## src/rtl/sd_decim_pkg.sv

```systemverilog
package sd_decim_pkg;

    localparam int DATA_W   = 14;
    localparam int RES_W    = DATA_W + 2;
    localparam int FS       = 1 << DATA_W;
    // reference sits at 80% of the full count swing
    localparam int REF_SPAN = FS + FS / 4;
    localparam int SCALE_SH = 18;
    localparam int VAL_W    = 48;

    localparam logic signed [VAL_W-1:0] V_FS  = VAL_W'(FS);
    localparam logic signed [VAL_W-1:0] V_NFS = -V_FS;
    localparam logic signed [VAL_W-1:0] V_HI  = VAL_W'(2 * FS - 1);
    localparam logic signed [VAL_W-1:0] V_LO  = -VAL_W'(2 * FS);

    typedef enum logic [1:0] {
        ST_IDLE = 2'd0,
        ST_RUN  = 2'd1,
        ST_LOAD = 2'd2
    } conv_state_e;

    typedef struct packed {
        logic              sign;
        logic              ovr;
        logic [DATA_W-1:0] mag;
    } result_t;

    function automatic logic [VAL_W-1:0] scale_k(input int unsigned len);
        return (VAL_W'(REF_SPAN) << SCALE_SH) / VAL_W'(len);
    endfunction

    function automatic logic [1:0] div_shift(input logic [1:0] sel);
        case (sel)
            2'd0:    return 2'd0;
            2'd1:    return 2'd1;
            default: return 2'd2;
        endcase
    endfunction

    function automatic result_t pack_code(input logic signed [VAL_W-1:0] v);
        logic signed [VAL_W-1:0] c;
        result_t r;
        c = v;
        if (v > V_HI)      c = V_HI;
        else if (v < V_LO) c = V_LO;
        r.sign = c[VAL_W-1];
        r.ovr  = (c >= V_FS) || (c < V_NFS);
        r.mag  = c[DATA_W-1:0];
        return r;
    endfunction

endpackage

```

## src/rtl/sd_osc_div.sv

```systemverilog
module sd_osc_div (
    input  logic       clk,
    input  logic       rst,
    input  logic       sync,
    input  logic [1:0] div_sel,
    output logic       tick
);
    logic [1:0] phase_q;
    logic [1:0] lim;

    always_comb begin
        case (div_sel)
            2'd0:    lim = 2'd0;
            2'd1:    lim = 2'd1;
            default: lim = 2'd3;
        endcase
    end

    assign tick = (phase_q == lim);

    always_ff @(posedge clk) begin
        if (rst || sync)  phase_q <= 2'd0;
        else if (tick)    phase_q <= 2'd0;
        else              phase_q <= phase_q + 2'd1;
    end
endmodule

```

## src/rtl/sd_updown.sv

```systemverilog
module sd_updown #(
    parameter int W = 18
) (
    input  logic                clk,
    input  logic                rst,
    input  logic                clr,
    input  logic                en,
    input  logic                up,
    output logic signed [W-1:0] acc
);
    always_ff @(posedge clk) begin
        if (rst || clr)  acc <= '0;
        else if (en)     acc <= up ? acc + W'(1) : acc - W'(1);
    end
endmodule

```

## src/rtl/sd_result_fmt.sv

```systemverilog
module sd_result_fmt
    import sd_decim_pkg::*;
#(
    parameter int ACC_W = 18
) (
    input  logic signed [ACC_W-1:0] acc,
    input  logic [1:0]              div_log,
    input  logic [VAL_W-1:0]        k,
    output result_t                 res
);
    logic signed [VAL_W-1:0] norm;
    logic signed [VAL_W-1:0] prod;
    logic signed [VAL_W-1:0] val;

    always_comb begin
        norm = {{(VAL_W-ACC_W){acc[ACC_W-1]}}, acc} <<< div_log;
        prod = norm * $signed(k);
        val  = (prod + (VAL_W'(1) <<< (SCALE_SH - 1))) >>> SCALE_SH;
        res  = pack_code(val);
    end
endmodule

```

## src/rtl/sd_decim_counter.sv

```systemverilog
module sd_decim_counter
    import sd_decim_pkg::*;
#(
    parameter int unsigned LEN0 = 10240,
    parameter int unsigned LEN1 = 20480,
    parameter int unsigned LEN2 = 81920,
    parameter int unsigned LEN3 = 102400
) (
    input  logic             clk,
    input  logic             rst,
    input  logic             start,
    input  logic             abort,
    input  logic [1:0]       div_sel,
    input  logic [1:0]       len_sel,
    input  logic             mod_bit,
    output logic             osc_tick,
    output logic             ready,
    output logic [RES_W-1:0] result
);
    localparam int unsigned LENS [4] = '{LEN0, LEN1, LEN2, LEN3};
    localparam int unsigned MAX_A   = (LEN0 > LEN1) ? LEN0 : LEN1;
    localparam int unsigned MAX_B   = (LEN2 > LEN3) ? LEN2 : LEN3;
    localparam int unsigned MAX_LEN = (MAX_A > MAX_B) ? MAX_A : MAX_B;
    localparam int CYC_W = $clog2(MAX_LEN);
    localparam int ACC_W = $clog2(MAX_LEN + 1) + 1;

    conv_state_e              state_q;
    logic [CYC_W-1:0]         cyc_q;
    logic [1:0]               div_q;
    logic [1:0]               len_q;
    result_t                  hold_q;
    result_t                  fmt_res;
    logic signed [ACC_W-1:0]  acc;
    logic [VAL_W-1:0]         k_tab   [4];
    logic [CYC_W-1:0]         len_tab [4];
    logic                     accept;
    logic [1:0]               div_eff;

    for (genvar g = 0; g < 4; g++) begin : g_len
        localparam logic [VAL_W-1:0] KV = scale_k(LENS[g]);
        assign k_tab[g]   = KV;
        assign len_tab[g] = CYC_W'(LENS[g] - 1);
    end

    assign ready   = (state_q == ST_IDLE);
    assign accept  = start && ready && !abort;
    assign div_eff = ready ? div_sel : div_q;
    assign result  = hold_q;

    sd_osc_div u_div (
        .clk     (clk),
        .rst     (rst),
        .sync    (accept),
        .div_sel (div_eff),
        .tick    (osc_tick)
    );

    sd_updown #(.W(ACC_W)) u_acc (
        .clk (clk),
        .rst (rst),
        .clr (accept || abort),
        .en  ((state_q == ST_RUN) && osc_tick),
        .up  (mod_bit),
        .acc (acc)
    );

    sd_result_fmt #(.ACC_W(ACC_W)) u_fmt (
        .acc     (acc),
        .div_log (div_shift(div_q)),
        .k       (k_tab[len_q]),
        .res     (fmt_res)
    );

    always_ff @(posedge clk) begin
        if (rst) begin
            state_q <= ST_IDLE;
            cyc_q   <= '0;
            div_q   <= '0;
            len_q   <= '0;
            hold_q  <= '0;
        end else if (abort) begin
            state_q <= ST_IDLE;
        end else begin
            case (state_q)
                ST_IDLE: if (start) begin
                    state_q <= ST_RUN;
                    div_q   <= div_sel;
                    len_q   <= len_sel;
                    cyc_q   <= len_tab[len_sel];
                end
                ST_RUN: begin
                    if (cyc_q == '0) state_q <= ST_LOAD;
                    else             cyc_q   <= cyc_q - CYC_W'(1);
                end
                ST_LOAD: begin
                    hold_q  <= fmt_res;
                    state_q <= ST_IDLE;
                end
                default: state_q <= ST_IDLE;
            endcase
        end
    end
endmodule

```

## config.mk

```make
export PLATFORM = sky130hd
export DESIGN_NAME = sd_decim_counter
export DESIGN_NICKNAME = d
export VERILOG_FILES = /design/src/rtl/sd_decim_pkg.sv /design/src/rtl/sd_osc_div.sv /design/src/rtl/sd_updown.sv /design/src/rtl/sd_result_fmt.sv /design/src/rtl/sd_decim_counter.sv
export SDC_FILE = /design/constraint.sdc
export NUM_CORES = 1
export LEC_CHECK = 0
export BUFFER_PORTS_ARGS = -buffer_cell sky130_fd_sc_hd__buf_2
export CAP_MARGIN = 10
export CORE_ASPECT_RATIO = 1.1
export CORE_MARGIN = 4
export CORE_UTILIZATION = 50
export DETAILED_ROUTE_END_ITERATION = 7
export PLACE_DENSITY = 0.65
export SYNTH_ARGS = -nofsm -noshare
export SYNTH_HDL_FRONTEND = slang
export SYNTH_HIERARCHICAL = 1
export SYNTH_SLANG_ARGS = --single-unit
export TNS_END_PERCENT = 10
```

## constraint.sdc

```tcl
create_clock -name clk -period 29.8 [get_ports clk]
set_clock_uncertainty 0.05 [all_clocks]
set_input_delay 2.98 -clock clk [delete_from_list [all_inputs] [get_ports clk]]
set_output_delay 2.98 -clock clk [all_outputs]
set_load 0.01 [all_outputs]
```

==> metrics.md <==
| Metric | Value |
|---|---|
| Final Setup Violations | 0 |
| Drt first pass iters | 7 |
| Seq pwr share | between 20% and 30% |
| Setup_tns | 0 ns |
| Seq cells post-synth | about 60 |
| Post-CTS sizing | 0 |
| Synth Flop Type | dfxtp_1 |
| Internal power | between 200 and 250 uW |
| DR WL/cell | approximately 19 um |
| Area leader, netlist | fa_1 |
| Die H | 277 um |
| 1st-iter DRT viols | between 1000 and 1500 |
| Htree depth | 3 |
| Num CTS Buffers | 9 |
| Post-CTS Setup Bufs | 0 |
| Worst EP arrival | 12.19 ns |
| Core box area | 65100 um^2 |
| Period utilisation layout | approximately two fifths |
| Flop-to-flop setup slack | ~18 ns |
| Worst Setup Path Type | register to register |
| Startpoint types | register |
| Fin. Hold Viols | 0 |
| CP peak stage delay | 0.74 ns |
| Yosys top cell area share | 48.3% |
| Crit-path max FO | 88 |
| Sequential cell area fraction in the yosys report | between 3 and 4% |
| Placed cell areas | 34200 um^2 |
| Syn_area_per_cell | approximately 9 um^2 |
| Worst min-delay path class | register to register |
| Design Area, Final | 34500 um^2 |
| DP Cell Count | roughly 4500 |
| Switching share of power | ~44% |
| Post-layout nets | between 4000 and 5000 |
| Cell variety after synth | 90 |
| Max clock buf depth | 2 |
| Die width | roughly 250 um |
| Initial antenna violation count | 3 |
| Status | complete, no violations |
| Reg clk slew, reported paths | 0.06 ns |
| CTS tree | built |
| Lkg Pwr | around 18 nW |
| Max Cap Viol | 0 |
| Net load switching power | approximately 180 uW |
| Max-slew violations | 0 |
| Power per cell area | roughly 12 nW/um^2 |
| Ports | 27 |
| Sink Count | slightly below 60 |
| Pre-CTS WS | 17.88 ns |
| Detail Route Antenna Nets | 0 |
| WL final | 86.0 mm |
| Worst IR drop on VDD | about 0.031 mV |
| Unrepaired setup endpoints after global routing | no |
| GP Congestion | approximately 0.93 |
| Area grow syn2layout | 4.77% |
| Clock latency on the worst-skew pair | about 0.33 ns |
| Post-DP HPWL | between 60 and 70 mm |
| CTS Hold Bufs | 0 |
| All-Layer GR Usage | 25.7% |
| Die area | 70100 um^2 |
| Number of synthesized flops with an enable pin | 0 |
| Worst path slowest cell | ha_1 |
| Initial Utilization | between 50% and 60% |
| Worst setup EP type | register |
| Clk root buf | clkbuf_16 |
| Async S/R FF share, synth | 0% |
| Num rows | 98 |
| Port-buffer cells | 26 |
| Pin count of the biggest net entering global routing | 89 |
| Data required, critical path | 29.93 ns |
| Share of layout cells above drive strength 1 | 3.80% |
| Mapped cell area | 33000 um^2 |
| Period minus WS final | around 12 ns |
| First-pass GRT wire length | 141 mm |
| Slew at the pin closest to its max-slew limit | roughly 1.0 ns |
| GRT overflow | 0 |
| DRC viols | 0 |
| YS warnings | 6 |
| Number of global-route vias before repair | around 25000 |
| Peak Freq | around 83 MHz |
| Fin cells | 4507 |
| Mapped Cells | around 3700 |
| Final WS setup | 17.74 ns |
| Clock power share | 27.7% |
| Synth area leaders | fa_1, inv_1, ha_1 |
| Via count | about 24000 |
| Worst slew margin | a little under a third |
| Combinational power share | between 50% and 60% |
| DR vias/cell | ~5.2 |
## critical path: cells and delay by family (launching register included)
| family | cells | cell delay [ns] |
|---|---|---|
| XOR/XNOR | 1 | 0.43 |
| AND/OR/NAND/NOR | 7 | 2.23 |
| AO/OA/AOI/OAI | 5 | 0.89 |
| buffers and inverters | 10 | 1.72 |
| flip-flops | 1 | 0.37 |
| adder cells (fa/ha/maj) | 11 | 6.09 |
## kinds of logic (layout without fill, tap and decap cells)
family | Yosys count | count (layout) | share of synthesized area (%)
adder cells (fa/ha/maj) | 1035 | 1035 | 57.4
flip-flops | 59 | 59 | 3.58
buffers and inverters | 1033 | 921 | 11.9
other | 1 | 117 | 0.0114
XOR/XNOR | 106 | 106 | 2.98
multiplexers | 45 | 45 | 1.55
AO/OA/AOI/OAI | 277 | 277 | 5.57
AND/OR/NAND/NOR | 1097 | 1097 | 17.0
## flip-flops by register name (all words and copies together) (netlist names)
name	count
result	16
state_q	2
u_div/phase_q	2
div_q	2
cyc_q	17
len_q	2
u_acc/acc	18
## synthesized netlist by cell type, types with 15 or more instances
library cell  number
nor3_1            22
ha_1             240
dfxtp_1           59
nand2_1          472
nand4_1           19
mux2i_1           34
a21oi_1           89
inv_1            849
xor2_1            26
a21o_1            15
a211oi_1          15
fa_1             795
clkbuf_1         170
nor2_1            61
and2_1           429
xnor2_1           76
o21ai_0           53
## path summary, 6_finish.rpt
kind | start | endpoint | cells past startpoint
min reg2reg | result[15] | result[15] | 2
min | result[15] | result[15] | 2
max | len_q[1] | result[2] | 34
max reg2reg | len_q[1] | result[2] | 34
## layout make-up
class	count	area, um^2
Tap cell	850	1060
Sequential cell	59	1180
Antenna cell	1	2.50
Fill cell	6040	30600
Clock inverter	7	98.8
Timing Repair Buffer	55	348
Multi-Input combinational cell	2676	28400
Inverter	850	3190
Clock buffer	9	225
## metrics by stage
step	hold slack [ns]	utilization, %	power [mW]
after detailed placement	0.401	52.5	0.282
after global routing	0.428	53.0	0.445
after CTS	0.409	53.0	0.399
after floorplan	0.392	-	0.236
final	0.407	53.0	0.414
after global placement	0.393	52.5	0.283
## metal layers
metal,wire length [um],up-vias,track usage [%]
li1,-,10700,-
met1,36700,12100,36.3
met2,42000,679,43.1
met3,5030,99,2.60
met4,2300,0,6.21
met5,0,-,0
## cell usage in the layout (no fill, tap or decap), drive strengths merged, types with 23 or more instances in the layout
cell type,instances
a21oi,96
buf,55
nor2,61
fa,795
and2,429
mux2i,35
nand2,472
conb,116
o21ai,70
ha,240
dfxtp,59
xnor2,76
inv,851
nor3,23
xor2,26
## power groups by stage
stage,Combinational [mW],Clock (mW),Sequential [mW]
after floorplan,0.149,0,0.0862
after global placement,0.195,0,0.0879
after detailed placement,0.194,0,0.0880
after CTS,0.196,0.117,0.0863
after global routing,0.236,0.122,0.0868
final,0.213,0.115,0.0863
Note: power is estimated with default switching activity, not from simulation.
